File: src/rtl/addr_match_pkg.sv
package addr_match_pkg;

    localparam int DEF_LONG_W  = 48;
    localparam int DEF_SHORT_W = 16;
    localparam int DEF_FIX_IDX = 4;
    localparam int DEF_GRP_IDX = 5;

    // destination evaluation for the byte currently being accepted
    typedef struct packed {
        logic ig;        // individual/group bit of the address
        logic exact;     // equals station address
        logic fix_hit;   // fixed group map hit
        logic prog_hit;  // programmable group map hit
    } da_eval_t;

    // latched result flags
    typedef struct packed {
        logic da_mine;
        logic da_group;
        logic sa_mine;
        logic da_done;
        logic sa_done;
    } flag_t;

endpackage

File: src/rtl/am_cfg_regs.sv
module am_cfg_regs #(
    parameter int LONG_W    = addr_match_pkg::DEF_LONG_W,
    parameter int SHORT_W   = addr_match_pkg::DEF_SHORT_W,
    parameter int FIX_IDX_W = addr_match_pkg::DEF_FIX_IDX,
    parameter int GRP_IDX_W = addr_match_pkg::DEF_GRP_IDX,
    localparam int LONG_B   = LONG_W / 8,
    localparam int SHORT_B  = SHORT_W / 8,
    localparam int FMAP_W   = 1 << FIX_IDX_W,
    localparam int GMAP_W   = 1 << GRP_IDX_W,
    localparam int FMAP_B   = FMAP_W / 8,
    localparam int GMAP_B   = GMAP_W / 8,
    localparam int NREG     = 2 * LONG_B + 2 * SHORT_B + FMAP_B + GMAP_B,
    localparam int AW       = $clog2(NREG)
) (
    input  logic               clk,
    input  logic               rst_n,
    input  logic               run,
    input  logic               we,
    input  logic [AW-1:0]      waddr,
    input  logic [7:0]         wdata,
    output logic [LONG_W-1:0]  long_addr,
    output logic [SHORT_W-1:0] short_addr,
    output logic [FMAP_W-1:0]  fix_map,
    output logic [LONG_W-1:0]  grp_long,
    output logic [SHORT_W-1:0] grp_short,
    output logic [GMAP_W-1:0]  grp_map
);

    localparam int OFF_LA = 0;
    localparam int OFF_SA = OFF_LA + LONG_B;
    localparam int OFF_FM = OFF_SA + SHORT_B;
    localparam int OFF_GL = OFF_FM + FMAP_B;
    localparam int OFF_GS = OFF_GL + LONG_B;
    localparam int OFF_GM = OFF_GS + SHORT_B;

    logic [7:0] regs_d [NREG];
    logic [7:0] regs_q [NREG];

    always_comb begin
        for (int i = 0; i < NREG; i++) begin
            regs_d[i] = regs_q[i];
        end
        if (we && !run && (int'(waddr) < NREG)) begin
            regs_d[waddr] = wdata;
        end
    end

    always_ff @(posedge clk or negedge rst_n) begin
        if (!rst_n) begin
            for (int i = 0; i < NREG; i++) begin
                regs_q[i] <= '0;
            end
        end else begin
            for (int i = 0; i < NREG; i++) begin
                regs_q[i] <= regs_d[i];
            end
        end
    end

    // byte fields, most significant byte at the lowest index
    for (genvar g = 0; g < LONG_B; g++) begin : g_long
        assign long_addr[LONG_W-1-8*g -: 8] = regs_q[OFF_LA + g];
        assign grp_long [LONG_W-1-8*g -: 8] = regs_q[OFF_GL + g];
    end
    for (genvar g = 0; g < SHORT_B; g++) begin : g_short
        assign short_addr[SHORT_W-1-8*g -: 8] = regs_q[OFF_SA + g];
        assign grp_short [SHORT_W-1-8*g -: 8] = regs_q[OFF_GS + g];
    end
    for (genvar g = 0; g < FMAP_B; g++) begin : g_fmap
        assign fix_map[FMAP_W-1-8*g -: 8] = regs_q[OFF_FM + g];
    end
    for (genvar g = 0; g < GMAP_B; g++) begin : g_gmap
        assign grp_map[GMAP_W-1-8*g -: 8] = regs_q[OFF_GM + g];
    end

    AST_RUN_BLOCKS_WRITE: assert property (@(posedge clk) disable iff (!rst_n)
        run |=> ($stable(long_addr) && $stable(short_addr) && $stable(fix_map) &&
                 $stable(grp_long) && $stable(grp_short) && $stable(grp_map)));

endmodule

File: src/rtl/am_collector.sv
module am_collector #(
    parameter int LONG_W  = addr_match_pkg::DEF_LONG_W,
    parameter int SHORT_W = addr_match_pkg::DEF_SHORT_W,
    localparam int LONG_B = LONG_W / 8,
    localparam int SHORT_B = SHORT_W / 8,
    localparam int CNT_W  = $clog2(2 * LONG_B + 1)
) (
    input  logic              clk,
    input  logic              rst_n,
    input  logic              sof,
    input  logic              long_sel,
    input  logic              byte_vld,
    input  logic [7:0]        byte_in,
    output logic [LONG_W-1:0] asm_addr,
    output logic              is_long,
    output logic              da_last,
    output logic              sa_last
);

    typedef struct packed {
        logic [LONG_W-1:0] sh;
        logic [CNT_W-1:0]  cnt;
        logic              lng;
    } col_t;

    col_t st_d, st_q;
    logic [CNT_W-1:0] da_end, sa_end, total;

    always_comb begin
        st_d     = st_q;
        da_last  = 1'b0;
        sa_last  = 1'b0;
        asm_addr = {st_q.sh[LONG_W-9:0], byte_in};
        da_end   = st_q.lng ? CNT_W'(LONG_B - 1)     : CNT_W'(SHORT_B - 1);
        sa_end   = st_q.lng ? CNT_W'(2 * LONG_B - 1) : CNT_W'(2 * SHORT_B - 1);
        total    = st_q.lng ? CNT_W'(2 * LONG_B)     : CNT_W'(2 * SHORT_B);
        if (sof) begin
            st_d.cnt = '0;
            st_d.lng = long_sel;
            st_d.sh  = '0;
        end else if (byte_vld && (st_q.cnt < total)) begin
            st_d.sh  = asm_addr;
            st_d.cnt = st_q.cnt + 1'b1;
            da_last  = (st_q.cnt == da_end);
            sa_last  = (st_q.cnt == sa_end);
        end
    end

    always_ff @(posedge clk or negedge rst_n) begin
        if (!rst_n) begin
            st_q.sh  <= '0;
            st_q.cnt <= CNT_W'(2 * LONG_B);
            st_q.lng <= 1'b1;
        end else begin
            st_q <= st_d;
        end
    end

    assign is_long = st_q.lng;

    AST_FIELD_ENDS_APART: assert property (@(posedge clk) disable iff (!rst_n)
        $onehot0({da_last, sa_last}));

endmodule

File: src/rtl/am_da_eval.sv
module am_da_eval #(
    parameter int LONG_W    = addr_match_pkg::DEF_LONG_W,
    parameter int SHORT_W   = addr_match_pkg::DEF_SHORT_W,
    parameter int FIX_IDX_W = addr_match_pkg::DEF_FIX_IDX,
    parameter int GRP_IDX_W = addr_match_pkg::DEF_GRP_IDX,
    localparam int FMAP_W   = 1 << FIX_IDX_W,
    localparam int GMAP_W   = 1 << GRP_IDX_W
) (
    input  logic [LONG_W-1:0]      asm_addr,
    input  logic                   is_long,
    input  logic [LONG_W-1:0]      long_addr,
    input  logic [SHORT_W-1:0]     short_addr,
    input  logic [FMAP_W-1:0]      fix_map,
    input  logic [LONG_W-1:0]      grp_long,
    input  logic [SHORT_W-1:0]     grp_short,
    input  logic [GMAP_W-1:0]      grp_map,
    output addr_match_pkg::da_eval_t res
);

    logic l_exact, s_exact, l_fcand, s_fcand, l_pfx, s_pfx;
    logic fbit, gbit;

    always_comb begin
        l_exact = (asm_addr == long_addr);
        s_exact = (asm_addr[SHORT_W-1:0] == short_addr);
        l_fcand = &asm_addr[LONG_W-1:FIX_IDX_W];
        s_fcand = &asm_addr[SHORT_W-1:FIX_IDX_W];
        l_pfx   = (asm_addr[LONG_W-1:GRP_IDX_W] == grp_long[LONG_W-1:GRP_IDX_W]);
        s_pfx   = (asm_addr[SHORT_W-1:GRP_IDX_W] == grp_short[SHORT_W-1:GRP_IDX_W]);
        fbit    = fix_map[asm_addr[FIX_IDX_W-1:0]];
        gbit    = grp_map[asm_addr[GRP_IDX_W-1:0]];

        res.ig       = is_long ? asm_addr[LONG_W-1] : asm_addr[SHORT_W-1];
        res.exact    = is_long ? l_exact : s_exact;
        res.fix_hit  = (is_long ? l_fcand : s_fcand) && fbit;
        res.prog_hit = (is_long ? l_pfx : s_pfx) && gbit;
    end

endmodule

File: src/rtl/addr_match_unit.sv
module addr_match_unit #(
    parameter int LONG_W    = addr_match_pkg::DEF_LONG_W,
    parameter int SHORT_W   = addr_match_pkg::DEF_SHORT_W,
    parameter int FIX_IDX_W = addr_match_pkg::DEF_FIX_IDX,
    parameter int GRP_IDX_W = addr_match_pkg::DEF_GRP_IDX,
    localparam int FMAP_W   = 1 << FIX_IDX_W,
    localparam int GMAP_W   = 1 << GRP_IDX_W,
    localparam int NREG     = 2 * (LONG_W / 8) + 2 * (SHORT_W / 8) + FMAP_W / 8 + GMAP_W / 8,
    localparam int CFG_AW   = $clog2(NREG)
) (
    input  logic              clk,
    input  logic              rst_n,
    input  logic              run,
    input  logic              cfg_we,
    input  logic [CFG_AW-1:0] cfg_addr,
    input  logic [7:0]        cfg_wdata,
    input  logic              long_sel,
    input  logic              sof,
    input  logic              byte_vld,
    input  logic [7:0]        byte_in,
    output logic              da_mine,
    output logic              da_group,
    output logic              sa_mine,
    output logic              da_done,
    output logic              sa_done
);

    import addr_match_pkg::*;

    logic [LONG_W-1:0]  long_addr, grp_long, asm_addr;
    logic [SHORT_W-1:0] short_addr, grp_short;
    logic [FMAP_W-1:0]  fix_map;
    logic [GMAP_W-1:0]  grp_map;
    logic               is_long, da_last, sa_last;
    da_eval_t           ev;
    flag_t              fl_d, fl_q;

    am_cfg_regs #(
        .LONG_W(LONG_W), .SHORT_W(SHORT_W),
        .FIX_IDX_W(FIX_IDX_W), .GRP_IDX_W(GRP_IDX_W)
    ) u_regs (
        .clk(clk), .rst_n(rst_n), .run(run), .we(cfg_we),
        .waddr(cfg_addr), .wdata(cfg_wdata),
        .long_addr(long_addr), .short_addr(short_addr), .fix_map(fix_map),
        .grp_long(grp_long), .grp_short(grp_short), .grp_map(grp_map)
    );

    am_collector #(.LONG_W(LONG_W), .SHORT_W(SHORT_W)) u_col (
        .clk(clk), .rst_n(rst_n), .sof(sof), .long_sel(long_sel),
        .byte_vld(byte_vld), .byte_in(byte_in), .asm_addr(asm_addr),
        .is_long(is_long), .da_last(da_last), .sa_last(sa_last)
    );

    am_da_eval #(
        .LONG_W(LONG_W), .SHORT_W(SHORT_W),
        .FIX_IDX_W(FIX_IDX_W), .GRP_IDX_W(GRP_IDX_W)
    ) u_eval (
        .asm_addr(asm_addr), .is_long(is_long), .long_addr(long_addr),
        .short_addr(short_addr), .fix_map(fix_map), .grp_long(grp_long),
        .grp_short(grp_short), .grp_map(grp_map), .res(ev)
    );

    always_comb begin
        fl_d         = fl_q;
        fl_d.da_done = 1'b0;
        fl_d.sa_done = 1'b0;
        if (sof) begin
            fl_d = '0;
        end else begin
            if (da_last) begin
                fl_d.da_mine  = (ev.exact && !ev.ig) || ev.fix_hit || ev.prog_hit;
                fl_d.da_group = ev.fix_hit || ev.prog_hit;
                fl_d.da_done  = 1'b1;
            end
            if (sa_last) begin
                fl_d.sa_mine = ev.exact;
                fl_d.sa_done = 1'b1;
            end
        end
    end

    always_ff @(posedge clk or negedge rst_n) begin
        if (!rst_n) begin
            fl_q <= '0;
        end else begin
            fl_q <= fl_d;
        end
    end

    assign da_mine  = fl_q.da_mine;
    assign da_group = fl_q.da_group;
    assign sa_mine  = fl_q.sa_mine;
    assign da_done  = fl_q.da_done;
    assign sa_done  = fl_q.sa_done;

    AST_SOF_CLEARS: assert property (@(posedge clk) disable iff (!rst_n)
        sof |=> (!da_mine && !da_group && !sa_mine && !da_done && !sa_done));
    AST_DA_DONE_PULSE: assert property (@(posedge clk) disable iff (!rst_n)
        da_done |=> !da_done);
    AST_DA_FLAG_HOLDS: assert property (@(posedge clk) disable iff (!rst_n)
        !$stable(da_mine) |-> (da_done || $past(sof)));
    AST_GROUP_IS_MINE: assert property (@(posedge clk) disable iff (!rst_n)
        da_group |-> da_mine);
    AST_DONE_APART: assert property (@(posedge clk) disable iff (!rst_n)
        $onehot0({da_done, sa_done}));

endmodule

File: config.mk
export PLATFORM = sky130hd
export DESIGN_NAME = addr_match_unit
export DESIGN_NICKNAME = d
export VERILOG_FILES = /design/src/rtl/addr_match_pkg.sv /design/src/rtl/am_cfg_regs.sv /design/src/rtl/am_collector.sv /design/src/rtl/am_da_eval.sv /design/src/rtl/addr_match_unit.sv
export SDC_FILE = /design/constraint.sdc
export NUM_CORES = 1
export LEC_CHECK = 0
export BUFFER_PORTS_ARGS = -buffer_cell sky130_fd_sc_hd__buf_2
export CAP_MARGIN = 20
export CORE_MARGIN = 3
export CORE_UTILIZATION = 36
export CTS_CLUSTER_SIZE = 10
export DETAILED_ROUTE_END_ITERATION = 8
export PLACE_DENSITY = 0.52
export SLEW_MARGIN = 20
export SYNTH_ARGS = -nofsm -noshare
export SYNTH_HDL_FRONTEND = slang
export SYNTH_SLANG_ARGS = --single-unit
File: constraint.sdc
create_clock -name clk -period 2.4 [get_ports clk]
set_clock_uncertainty 0.15 [all_clocks]
set_input_delay 0.24 -clock clk [delete_from_list [all_inputs] [get_ports clk]]
set_output_delay 0.24 -clock clk [all_outputs]
set_load 0.05 [all_outputs]
==> results.toml <==
[outcome]
outcome = "finished, final reports clean"

[power]
ir_drop_mv = 0.4689
seqPwrFrac_pct = 47.6
p_clk_share_pct = 39.9
switching_share_pct = 25.58
pwr-share-comb_pct = 12.5
fin_total_pwr_uw = 8779
p_per_area_mw_per_mm2 = 729.2
p_sw_uw = 2246
intPower_uw = 6534
p_leak_uw = 0.005999

[hold_path]
hold_end = "da_done"
hold_depth = 4
worstHoldPathType = "input pin to flop"
hp-start = "byte_vld"

[floorplan]
placement_rows = 61
die_h_um = 175.0
core_area_mm2 = 0.02793
io-pin-count = 33
start_util_pct = 36.80
die_width_um = 175.0
die-area_mm2 = 0.03062

[layout]
drive_gt1_share_pct = 18.35
fill_cells = 2638
final_util_pct = 43.10
insertedDiodeCount = 0
final_cell_count_no_fill = 1299
nets = 945
area_growth_pct = 17.13

[yosys]
synth_edf_count = 0
synthArstFlopShare_pct = 100.0
avgSynthCellArea_um2 = 12.28
yosys.area.top_type = "dfrtp_1"
ys_types = 51
netlist_area_mm2 = 0.01028
synth.ff_latch_count = 216
synth_top_area_share_pct = 51.85
syn_nets = 868
seq_area_frac_synth_pct = 52.62
yosysWarningCount = 0
yosysMostFrequentCell = "dfrtp_1"
synth_area_leaders = "dfrtp_1 52%, mux2_1 17%, xor2_1 7.9%, nand2_1 3.6%, mux4_2 2.4%"
synthTopCellsByCount = "213 x dfrtp_1, 154 x mux2_1, 98 x nand2_1"
syn-instance-count = 837
synth_top_flop_cell = "dfrtp_1"

[drt]
drt-initial-drc-count = 441
route.vias.total = 6754
drc_errors = 0
drt-pass1-iter-count = 5
wl_um = 28700
wl_per_cell_um = 22.09
ant_nets = 0
via_per_inst = 5.199

[setup_path]
reg2regPathDepth = 8
crit-reg2reg-launch = "u_col.asm_addr[34]"
arrival_ps = 2610
worst-setup-path-type = "flop to flop"
cp.required_ps = 2670
rrSetupSlack_ps = 60
path_max_fanout = 2
crit_path_start_kind = "flop"
reg2reg_to = "sa_mine"
cp-end-kind = "flop"

[sta]
rsz0062_at_grt = "false"
fmaxAchievable_mhz = 428.2
tns_ps = 0
max_slew_margin_pct = 54.06
finalMaxSlewViolations = 0
hold_viol = 0
tightest_slew_ps = 689.2
period_share_pct = 97.31
setup_viol = 0
finalCriticalPeriod_ps = 2335
worst_slack_ps = 64.66

[place]
gp_congestion = 0.8122
dp_slack_ps = 69.56
io_buffers = 32
dp_cells = 1256
dp_hpwl_um = 18670

[cts]
cts_setup_buffers = 0
clk-insertion-delay-late_ps = 520
htree_levels = 1
clkSlewWorstSetupHoldPaths_ps = 50
root_buffer = "clkbuf_16"
cts_tree = "yes"
clkSinkCount = 216
cts_buffers = 26
clock_path_buffers = 3

[grt]
grt_pass1_wl_um = 44530
grt_start_max_net_pins = 70
overflow = 0
grt_pass1_vias = 7070
antenna_found_initial = 1
grtUsageTotal_pct = 19.00

[flow_run]
cap_violations = 0
## metal layers
metal | track usage, % | vias up | part of all wire (%)
met3 | 2.890 | 39 | 4.6
met2 | 28.78 | 144 | 44
li1 | - | 3086 | -
met5 | 0 | - | 0
met1 | 28.98 | 3485 | 49
met4 | 3.923 | 0 | 2.0
## critical path, stage by stage (launching register included)
cell      delay [ps]
dfrtp_1          380
xor2_1           160
nor4_1           330
buf_4            190
nand4_1          130
nor4_2           330
buf_4            170
a31oi_1          150
a211oi_1         260
## cells by family (layout without fill, tap and decap cells)
logic type	count (synthesis)	count (layout)	share of synthesized area [%]
XOR/XNOR	115	115	9.798
flip-flops	216	216	52.62
adder cells (fa/ha/maj)	3	3	0.3652
AND/OR/NAND/NOR	194	194	9.616
multiplexers	185	185	21.68
AO/OA/AOI/OAI	61	61	3.457
buffers and inverters	63	147	2.471
## cells in the final DEF, fill, tap and decap left out, drive strengths merged, types with 2 or more instances in the layout
| cell | netlist | layout |
|---|---|---|
| dfrtp | 213 | 213 |
| mux2 | 165 | 165 |
| o21ai | 4 | 4 |
| xor2 | 93 | 93 |
| o22ai | 3 | 3 |
| buf | 5 | 94 |
| nand3 | 3 | 3 |
| ha | 3 | 3 |
| nor2 | 20 | 20 |
| a21oi | 44 | 44 |
| inv | 10 | 10 |
| nor4 | 26 | 26 |
| mux4 | 13 | 13 |
| and4 | 2 | 2 |
| dfstp | 3 | 3 |
| a211oi | 2 | 2 |
| nor3 | 3 | 3 |
| xnor2 | 22 | 22 |
| nand4 | 21 | 21 |
| or3b | 2 | 2 |
| nand2 | 98 | 98 |
| nor3b | 2 | 2 |
| and3b | 2 | 2 |
| clkbuf | 48 | 34 |
| dlygate4sd3 | 0 | 8 |
| nor2b | 2 | 2 |
| a31oi | 2 | 2 |
| nand4b | 2 | 2 |
| nand3b | 4 | 4 |
| mux2i | 7 | 7 |
## metrics by stage
stage                     instance area [µm²]  hold WS [ps]
after global placement                  11220         21.69
after detailed placement                11220         21.09
after global routing                    12040         80.55
after CTS                               12030         37.30
final                                   12040         64.26
after floorplan                         10280        -205.6
## registers in the layout, summed over array words and instances, names as in the netlist
register,cells
u_regs.grp_short,11
sa_done,1
u_col.asm_addr,40
u_regs.short_addr,16
da_done,1
u_col.st_q,4
da_group,1
u_regs.grp_long,43
u_regs.fix_map,16
u_col.is_long,1
u_regs.grp_map,32
u_regs.long_addr,48
sa_mine,1
da_mine,1
## worst max-delay path by stage
stage / from / endpoint / slack (ps)
after floorplan: u_col.is_long / sa_mine / 80
after global placement: u_col.asm_addr[43] / da_group / -70
after detailed placement: u_col.asm_addr[34] / sa_mine / 70
after CTS: u_col.asm_addr[34] / sa_mine / 30
after global routing: u_col.asm_addr[34] / sa_mine / 5
final: u_col.asm_addr[34] / sa_mine / 60
## layout make-up
| cell class | instances | area (µm²) | share of cell area (%) |
|---|---|---|---|
| Timing Repair Buffer | 102 | 765.7 | 6.360 |
| Sequential cell | 216 | 5409 | 44.92 |
| Inverter | 10 | 37.54 | 0.3118 |
| Tap cell | 378 | 473.0 | 3.928 |
| Clock inverter | 1 | 7.507 | 0.06235 |
| Clock buffer | 34 | 721.9 | 5.996 |
| Multi-Input combinational cell | 558 | 4626 | 38.42 |
## power by group through the flow
stage | Clock [µW] | Combinational (µW) | Sequential, µW
after global placement | 0 | 1080 | 4240
after CTS | 3600 | 1110 | 4180
after detailed placement | 0 | 1090 | 4240
final | 3500 | 1100 | 4180
after global routing | 3740 | 1210 | 4220
after floorplan | 0 | 677 | 4180
## timing repair
item                       in CTS  in global routing
hold buffers                    8                  0
hold endpoints to repair      181                  0
setup endpoints to repair       0                  1
gates resized for setup         0                  2
Note: power is estimated with default switching activity, not from simulation.
